File: src/rtl/sbc_irq_pkg.sv
package sbc_irq_pkg;

    localparam int STAT_W = 12;
    localparam int ADDR_W = 8;
    localparam int DATA_W = 32;
    localparam int N_STICKY = 7;
    localparam logic [STAT_W-1:0] MASK_RST = 12'h8FF;

    // Raw status layout; bit positions are decoded by software.
    typedef struct packed {
        logic gen_call;   // 11
        logic start_det;  // 10
        logic stop_det;   // 9
        logic activity;   // 8
        logic rsv7;       // 7
        logic tx_abrt;    // 6
        logic rsv5;       // 5
        logic tx_low;     // 4
        logic tx_over;    // 3
        logic rx_high;    // 2
        logic rx_over;    // 1
        logic rx_under;   // 0
    } stat_t;

    typedef enum logic [ADDR_W-1:0] {
        A_MASK      = 8'h00,
        A_MSTAT     = 8'h04,
        A_RAW       = 8'h08,
        A_RX_THR    = 8'h0C,
        A_TX_THR    = 8'h10,
        A_CAUSE     = 8'h14,
        A_CLR_ALL   = 8'h20,
        A_CLR_RXU   = 8'h24,
        A_CLR_RXO   = 8'h28,
        A_CLR_TXO   = 8'h2C,
        A_CLR_ABRT  = 8'h30,
        A_CLR_ACT   = 8'h34,
        A_CLR_STOP  = 8'h38,
        A_CLR_START = 8'h3C,
        A_CLR_GC    = 8'h40
    } reg_addr_e;

    typedef struct packed {
        logic all;
        logic gen_call;
        logic start_det;
        logic stop_det;
        logic activity;
        logic tx_abrt;
        logic tx_over;
        logic rx_over;
        logic rx_under;
    } clr_t;

    // Thresholds at or beyond the FIFO depth act as the depth.
    function automatic int unsigned eff_thr(int unsigned thr, int unsigned depth);
        return (thr >= depth) ? depth : thr;
    endfunction

endpackage

File: src/rtl/sbc_irq_sticky.sv
module sbc_irq_sticky (
    input  logic clk,
    input  logic rst,
    input  logic set_i,
    input  logic clr_i,
    output logic q_o
);
    // Set has priority over clear.
    always_ff @(posedge clk) begin
        if (rst)
            q_o <= 1'b0;
        else if (set_i)
            q_o <= 1'b1;
        else if (clr_i)
            q_o <= 1'b0;
    end
endmodule

File: src/rtl/sbc_irq_level.sv
module sbc_irq_level #(
    parameter int DEPTH = 16,
    parameter int THR_W = 8,
    parameter int LVL_W = 5
) (
    input  logic             clk,
    input  logic             rst,
    input  logic [LVL_W-1:0] tx_level,
    input  logic [LVL_W-1:0] rx_level,
    input  logic [THR_W-1:0] tx_thr,
    input  logic [THR_W-1:0] rx_thr,
    output logic             tx_low_q,
    output logic             rx_high_q
);
    import sbc_irq_pkg::*;

    logic tx_low_d, rx_high_d;

    always_comb begin
        tx_low_d  = int'(tx_level) <= eff_thr(int'(tx_thr), DEPTH);
        rx_high_d = int'(rx_level) >= eff_thr(int'(rx_thr), DEPTH);
    end

    always_ff @(posedge clk) begin
        if (rst) begin
            tx_low_q  <= 1'b0;
            rx_high_q <= 1'b0;
        end else begin
            tx_low_q  <= tx_low_d;
            rx_high_q <= rx_high_d;
        end
    end
endmodule

File: src/rtl/sbc_irq_regs.sv
module sbc_irq_regs #(
    parameter int THR_W = 8
) (
    input  logic                                  clk,
    input  logic                                  rst,
    input  logic                                  reg_wr,
    input  logic                                  reg_rd,
    input  logic [sbc_irq_pkg::ADDR_W-1:0]        reg_addr,
    input  logic [sbc_irq_pkg::DATA_W-1:0]        reg_wdata,
    output logic [sbc_irq_pkg::STAT_W-1:0]        mask_q,
    output logic [THR_W-1:0]                      rx_thr_q,
    output logic [THR_W-1:0]                      tx_thr_q,
    output sbc_irq_pkg::clr_t                     clr
);
    import sbc_irq_pkg::*;

    logic unused_wdata;
    assign unused_wdata = ^reg_wdata;

    always_ff @(posedge clk) begin
        if (rst) begin
            mask_q   <= MASK_RST;
            rx_thr_q <= '0;
            tx_thr_q <= '0;
        end else if (reg_wr) begin
            if (reg_addr == A_MASK)   mask_q   <= reg_wdata[STAT_W-1:0];
            if (reg_addr == A_RX_THR) rx_thr_q <= reg_wdata[THR_W-1:0];
            if (reg_addr == A_TX_THR) tx_thr_q <= reg_wdata[THR_W-1:0];
        end
    end

    always_comb begin
        clr           = '0;
        clr.all       = reg_rd && (reg_addr == A_CLR_ALL);
        clr.rx_under  = reg_rd && (reg_addr == A_CLR_RXU);
        clr.rx_over   = reg_rd && (reg_addr == A_CLR_RXO);
        clr.tx_over   = reg_rd && (reg_addr == A_CLR_TXO);
        clr.tx_abrt   = reg_rd && (reg_addr == A_CLR_ABRT);
        clr.activity  = reg_rd && (reg_addr == A_CLR_ACT);
        clr.stop_det  = reg_rd && (reg_addr == A_CLR_STOP);
        clr.start_det = reg_rd && (reg_addr == A_CLR_START);
        clr.gen_call  = reg_rd && (reg_addr == A_CLR_GC);
    end
endmodule

File: src/rtl/sbc_irq_stat.sv
module sbc_irq_stat #(
    parameter int DEPTH   = 16,
    parameter int THR_W   = 8,
    parameter int CAUSE_W = 17,
    localparam int LVL_W  = $clog2(DEPTH + 1)
) (
    input  logic               clk,
    input  logic               rst,
    input  logic               evt_rx_under,
    input  logic               evt_rx_over,
    input  logic               evt_tx_over,
    input  logic               evt_tx_abort,
    input  logic [CAUSE_W-1:0] abrt_src,
    input  logic               evt_stop_det,
    input  logic               evt_start_det,
    input  logic               evt_gen_call,
    input  logic               bus_busy,
    input  logic [LVL_W-1:0]   tx_level,
    input  logic [LVL_W-1:0]   rx_level,
    input  logic               reg_wr,
    input  logic               reg_rd,
    input  logic [7:0]         reg_addr,
    input  logic [31:0]        reg_wdata,
    output logic [31:0]        reg_rdata,
    output logic               irq
);
    import sbc_irq_pkg::*;

    logic [STAT_W-1:0]   mask_q;
    logic [THR_W-1:0]    rx_thr_q, tx_thr_q;
    clr_t                clr;
    logic                tx_low_q, rx_high_q;
    logic                act_q;
    logic [N_STICKY-1:0] evt_vec, clr_vec, sticky_q;
    logic [CAUSE_W-1:0]  cause_q;
    stat_t               raw;
    logic [STAT_W-1:0]   masked;
    logic [DATA_W-1:0]   rd_mux;
    logic                cause_clr;

    sbc_irq_regs #(.THR_W(THR_W)) u_regs (
        .clk       (clk),
        .rst       (rst),
        .reg_wr    (reg_wr),
        .reg_rd    (reg_rd),
        .reg_addr  (reg_addr),
        .reg_wdata (reg_wdata),
        .mask_q    (mask_q),
        .rx_thr_q  (rx_thr_q),
        .tx_thr_q  (tx_thr_q),
        .clr       (clr)
    );

    sbc_irq_level #(.DEPTH(DEPTH), .THR_W(THR_W), .LVL_W(LVL_W)) u_level (
        .clk       (clk),
        .rst       (rst),
        .tx_level  (tx_level),
        .rx_level  (rx_level),
        .tx_thr    (tx_thr_q),
        .rx_thr    (rx_thr_q),
        .tx_low_q  (tx_low_q),
        .rx_high_q (rx_high_q)
    );

    assign evt_vec = {evt_gen_call, evt_start_det, evt_stop_det, evt_tx_abort,
                      evt_tx_over, evt_rx_over, evt_rx_under};
    assign clr_vec = {clr.gen_call, clr.start_det, clr.stop_det, clr.tx_abrt,
                      clr.tx_over, clr.rx_over, clr.rx_under} | {N_STICKY{clr.all}};

    for (genvar g = 0; g < N_STICKY; g++) begin : g_sticky
        sbc_irq_sticky u_bit (
            .clk   (clk),
            .rst   (rst),
            .set_i (evt_vec[g]),
            .clr_i (clr_vec[g]),
            .q_o   (sticky_q[g])
        );
    end

    // Activity follows the bus; a clear read cannot drop it while busy,
    // and it falls on its own once the bus is idle.
    always_ff @(posedge clk) begin
        if (rst) act_q <= 1'b0;
        else     act_q <= bus_busy;
    end

    assign cause_clr = clr.tx_abrt | clr.all;

    always_ff @(posedge clk) begin
        if (rst)
            cause_q <= '0;
        else if (evt_tx_abort)
            cause_q <= (cause_clr ? '0 : cause_q) | abrt_src;
        else if (cause_clr)
            cause_q <= '0;
    end

    always_comb begin
        raw           = '0;
        raw.rx_under  = sticky_q[0];
        raw.rx_over   = sticky_q[1];
        raw.tx_over   = sticky_q[2];
        raw.tx_abrt   = sticky_q[3];
        raw.stop_det  = sticky_q[4];
        raw.start_det = sticky_q[5];
        raw.gen_call  = sticky_q[6];
        raw.activity  = act_q;
        raw.tx_low    = tx_low_q;
        raw.rx_high   = rx_high_q;
    end

    assign masked = raw & mask_q;
    assign irq    = |masked;

    always_comb begin
        rd_mux = '0;
        case (reg_addr)
            A_MASK:      rd_mux[STAT_W-1:0]  = mask_q;
            A_MSTAT:     rd_mux[STAT_W-1:0]  = masked;
            A_RAW:       rd_mux[STAT_W-1:0]  = raw;
            A_RX_THR:    rd_mux[THR_W-1:0]   = rx_thr_q;
            A_TX_THR:    rd_mux[THR_W-1:0]   = tx_thr_q;
            A_CAUSE:     rd_mux[CAUSE_W-1:0] = cause_q;
            A_CLR_ALL:   rd_mux[0] = (|sticky_q) | act_q;
            A_CLR_RXU:   rd_mux[0] = raw.rx_under;
            A_CLR_RXO:   rd_mux[0] = raw.rx_over;
            A_CLR_TXO:   rd_mux[0] = raw.tx_over;
            A_CLR_ABRT:  rd_mux[0] = raw.tx_abrt;
            A_CLR_ACT:   rd_mux[0] = raw.activity;
            A_CLR_STOP:  rd_mux[0] = raw.stop_det;
            A_CLR_START: rd_mux[0] = raw.start_det;
            A_CLR_GC:    rd_mux[0] = raw.gen_call;
            default:     rd_mux = '0;
        endcase
    end

    // Registered read returns the pre-clear state.
    always_ff @(posedge clk) begin
        if (rst)         reg_rdata <= '0;
        else if (reg_rd) reg_rdata <= rd_mux;
    end
endmodule

File: config.mk
export PLATFORM = sky130hd
export DESIGN_NAME = sbc_irq_stat
export DESIGN_NICKNAME = d
export VERILOG_FILES = /design/src/rtl/sbc_irq_pkg.sv /design/src/rtl/sbc_irq_sticky.sv /design/src/rtl/sbc_irq_level.sv /design/src/rtl/sbc_irq_regs.sv /design/src/rtl/sbc_irq_stat.sv
export SDC_FILE = /design/constraint.sdc
export NUM_CORES = 1
export LEC_CHECK = 0
export BUFFER_PORTS_ARGS = -buffer_cell sky130_fd_sc_hd__buf_2
export CORE_ASPECT_RATIO = 0.7
export CORE_MARGIN = 2
export CORE_UTILIZATION = 30
export DETAILED_ROUTE_END_ITERATION = 8
export GPL_TIMING_DRIVEN = 0
export PLACE_DENSITY = 0.52
export SYNTH_ARGS = -nofsm -noshare
export SYNTH_HDL_FRONTEND = slang
export SYNTH_HIERARCHICAL = 1
export SYNTH_SLANG_ARGS = --single-unit
File: constraint.sdc
create_clock -name clk -period 1.6 [get_ports clk]
set_input_delay 0.24 -clock clk [delete_from_list [all_inputs] [get_ports clk]]
set_output_delay 0.24 -clock clk [all_outputs]
set_load 0.03 [all_outputs]
* Word-level counts from Yosys, hierarchy flattened *
Cells that the tools add are included.

cells by class
  magnitude comparators = 4
  equal/unequal tests = 14
  mux-type cells = 22
  bitwise gates (word level) = 5
  reductions and logical operators = 22

operators with widths
  kind                number
  $eq 8x6->1 const B  8
  $pmux 7 s6          1
  $mux 17             2
  $ge 5x32->1         1
  $le 5x32->1         1
  $or 17x17->17       1
  $eq 8x4->1 const B  2
  $eq 8x5->1 const B  2
  $ge 8x5->1 const B  2
  $mux 8              2
  $pmux 4 s4          1
  $mux 1              14
  $pmux 1 s14         1
  $reduce_bool 2->1   7
  $and 12x12->12      1
  $reduce_or 12->1    1
  $eq 8x3->1 const B  1
  $eq 8x7->1 const B  1
  $logic_and 1x1->1   8
  $logic_not 8->1     1
  $or 7x7->7          1
  $reduce_or 7->1     1
  $reduce_and 2->1    3
  $mux 5              1
  other kinds (2)     3

storage, ports and cells
  register bits = 72
  logic and storage cells = 82

* Depth between registers and ports, before layout *
  depth after elaboration = 6
  gate-level depth with buffers = 8
  depth with buffers taken out = 7

* By module *
The synthesis kept the hierarchy.

by module, submodules not included
  module          instances  cells an instance  area an instance (µm²)
  sbc_irq_stat    1          242                2147.1
  sbc_irq_regs    1          148                1331.3
  sbc_irq_level   1          39                 335.3
  sbc_irq_sticky  7          4                  38.8

* Worst setup path before layout *
OpenSTA, ideal clock, no wires.

  path kind = input to register
  start point = input reg_addr[1]
  end point = register g_sticky[3].u_bit.q_o
  setup time = 0.113 ns
  data arrival time = 1.589 ns
  required time = 1.487 ns
  setup slack = -0.102 ns
  stages = 7
  buffers on the path = 1
  cell sequence = or4_4 > nor2_1 > nor2_1 > clkbuf_1 > inv_1 > nand2b_1 > a21oi_2

RTL lines
  item                  RTL line              source
  start, declared       sbc_irq_stat.sv:22    input logic [7:0] reg_addr,
  end signal, assigned  sbc_irq_sticky.sv:11  q_o <= 1'b0;
  end signal, assigned  sbc_irq_sticky.sv:13  q_o <= 1'b1;
  end signal, assigned  sbc_irq_sticky.sv:15  q_o <= 1'b0;
  end, declared         sbc_irq_sticky.sv:6   output logic q_o

* Final worst setup path *
  start point = register u_regs.tx_thr_q[6]
  end point = register u_level.tx_low_q

on the way
  word-level cells in the longest chain between the ends = 3

ends and longest elaborated chain
  item                    RTL line             source
  start, declared         sbc_irq_regs.sv:12   output logic [THR_W-1:0] tx_thr_q,
  start signal, assigned  sbc_irq_regs.sv:28   if (reg_addr == A_TX_THR) tx_thr_q <= reg_wdata[THR_W-1:0];
  $ge 8x5->1              sbc_irq_pkg.sv:57    return (thr >= depth) ? depth : thr;
  $mux 8 (*)              sbc_irq_pkg.sv:57
  $le 5x32->1 (*)         sbc_irq_level.sv:20  tx_low_d = int'(tx_level) <= eff_thr(int'(tx_thr), DEPTH);
  end signal, assigned    sbc_irq_level.sv:29  tx_low_q <= tx_low_d;
  end, declared           sbc_irq_level.sv:12  output logic tx_low_q,

Mark *: on every way between the ends. The rest lies on a longest branch, timed or not.
A chain may end at the register's enable or synchronous reset.

==> impl_metrics.yaml <==
critical_path:
  cp.arrival_ns: 2.09
  critPathMaxFanout: 4
  cp-start-kind: "flip-flop"
  cp-end-kind: "flip-flop"
  worstSetupPathType: "flip-flop to flip-flop"
  cp.required_ns: 1.86
floorplan:
  placementRows: 35
  core-area_mm2: 0.0132
  die_area_mm2: 0.0146
  start_util_pct: 30.9
  pin_count: 112
  die_h_um: 102
  die_x_um: 143
clock_network:
  cts_sinks: 72
  cts_hold_buf: 0
  cts_buffer_depth: 2
  htreeDepth: 3
  cts_tree: "yes"
  cts_root_buf: "clkbuf_16"
  clk_latency_ns: 0.34
  clk_pin_slew_ns: 0.06
  cts_buffers: 9
pwr:
  p_per_area_mw_per_mm2: 849
  peakVddDrop_mv: 0.518
  p_leak_nw: 2.23
  finalPower_mw: 4.61
layout:
  drive_above_1_share_pct: 36.5
  multi_input_area_mm2: 0.00256
  syn_to_final_growth_pct: 33.0
  final_nets: 659
  ff_latch_area_mm2: 0.00146
  fill_cells: 1351
  instances_no_fill: 760
  num_antenna_cells: 0
drt:
  viasPerCell: 5.15
  drt_iter0_markers: 281
  finalWirelength_mm: 13.3
  wire_per_inst_um: 17.6
  met3_wirelength_mm: 1.18
  wl_met1_mm: 6.59
  drc: 0
  vias: 3912
  wl_met2_mm: 5.47
  first_pass_iters: 5
  highest_layer: "met4"
  ant_nets: 0
sta:
  whs_ns: 0.130
  skew_ns: 0.00582
  tightest_slew_ns: 0.893
  max_slew_margin_pct: 40.4
  rsz0062_at_grt: "true"
  layout_setup_ws_ns: -0.229
  hold_violations: 0
  finalSetupViolations: 3
  slew_viol_final: 0
  post-route-period-util_pct: 114
  period_needed_ns: 1.83
  fmax_ghz: 0.547
global_routing:
  grt_usage_pct: 18.7
  gr-total-overflow: 0
  first_global_vias: 3745
  grt_pass1_wl_mm: 20.6
  grt_max_degree: 17
  antenna_found_initial: 0
synth:
  ys_warn_count: 6
  syn_inst: 456
  avgSynthCellArea_um2: 8.95
  synth_area_mm2: 0.00408
place:
  dp_cells: 731
  pre_cts_slack_ns: -0.679
  dpl.hpwl_mm: 10.2
  numPortBuffers: 76
  gp_congestion: 0.909
run_status:
  status: "finished, violations left"
  failed_checks: "negative setup slack"
min_path:
  hp-class: "primary input to flip-flop"
job:
  drv_cap: 0
-- metal layers --
layer | track usage [%] | vias up
met1 | 28.0 | 1850
met4 | 4.60 | 0
met3 | 4.59 | 12
met2 | 26.7 | 154
li1 | - | 1896
met5 | 0 | -
-- flip-flops by register name (all words and copies together), names as in the netlist --
register,count
cause_q,17
act_q,1
u_level/rx_high_q,1
reg_rdata,17
u_regs/rx_thr_q,8
u_level/tx_low_q,1
u_regs/tx_thr_q,8
u_regs/mask_q,12
g_sticky.u_bit/q_o,7
-- layout make-up --
type / count / area share, %
flip-flops and latches: 72 / 26.9
clock inverters: 5 / 1.01
well taps: 185 / 4.27
multi-input cells: 343 / 47.2
plain buffers: 39 / 4.96
repair buffers: 91 / 10.0
inverters: 14 / 0.968
clock buffers: 11 / 4.66
-- through the flow --
step | area (um^2) | util (%) | setup TNS (ns)
6_report | 5430 | 41.0 | -0.433
4_1_cts | 5220 | 39.4 | -0.430
2_1_floorplan | 4140 | - | -1.65
3_5_place_dp | 4750 | 35.9 | -26.56
5_1_grt | 5430 | 41.0 | -0.903
3_3_place_gp | 4750 | 35.9 | -25.15
-- critical path, stage by stage, from the launching register on --
cell and delay (ns):
dfxtp_2 0.35, nor4_4 0.37, nand2_1 0.15, ha_4 0.29, nand2_1 0.05, or2_4 0.23
a21o_1 0.17, a31oi_2 0.15
-- path summary, 6_finish.rpt --
path,startpoint,cells after the start,slack (ns),to
setup / recovery,u_regs/tx_thr_q[6],7,-0.23,u_level/tx_low_q
hold / removal,evt_rx_over,3,0.13,g_sticky[1].u_bit/q_o
setup reg to reg,u_regs/tx_thr_q[6],7,-0.23,u_level/tx_low_q
hold reg to reg,reg_rdata[9],1,0.47,reg_rdata[9]
-- timing repair --
action	CTS	global route
endpoints found under the setup margin	45	34
buffers inserted	6	9
resized for setup	31	28
pin swaps	17	22
endpoints found under the hold margin	0	0
-- layout by cell type, fill, tap and decap left out, drive strengths merged, types with 8 or more instances in the layout --
| cell | count |
|---|---|
| a21oi | 22 |
| nand2b | 33 |
| nor4 | 9 |
| nor2 | 58 |
| conb | 15 |
| buf | 111 |
| a22oi | 32 |
| nand2 | 15 |
| ha | 10 |
| mux2i | 23 |
| or2 | 9 |
| o31ai | 8 |
| dfxtp | 72 |
| a32oi | 8 |
| nand4 | 10 |
| clkbuf | 30 |
| inv | 14 |
-- report_power, final --
| part | internal [mW] | switching, mW | total [mW] |
|---|---|---|---|
| Combinational | 0.264 | 0.362 | 0.626 |
| Sequential | 1.85 | 0.0642 | 1.91 |
| Clock | 1.29 | 0.783 | 2.07 |
| Total | 3.40 | 1.21 | 4.61 |
No activity file was read; power rests on OpenSTA's default activity.
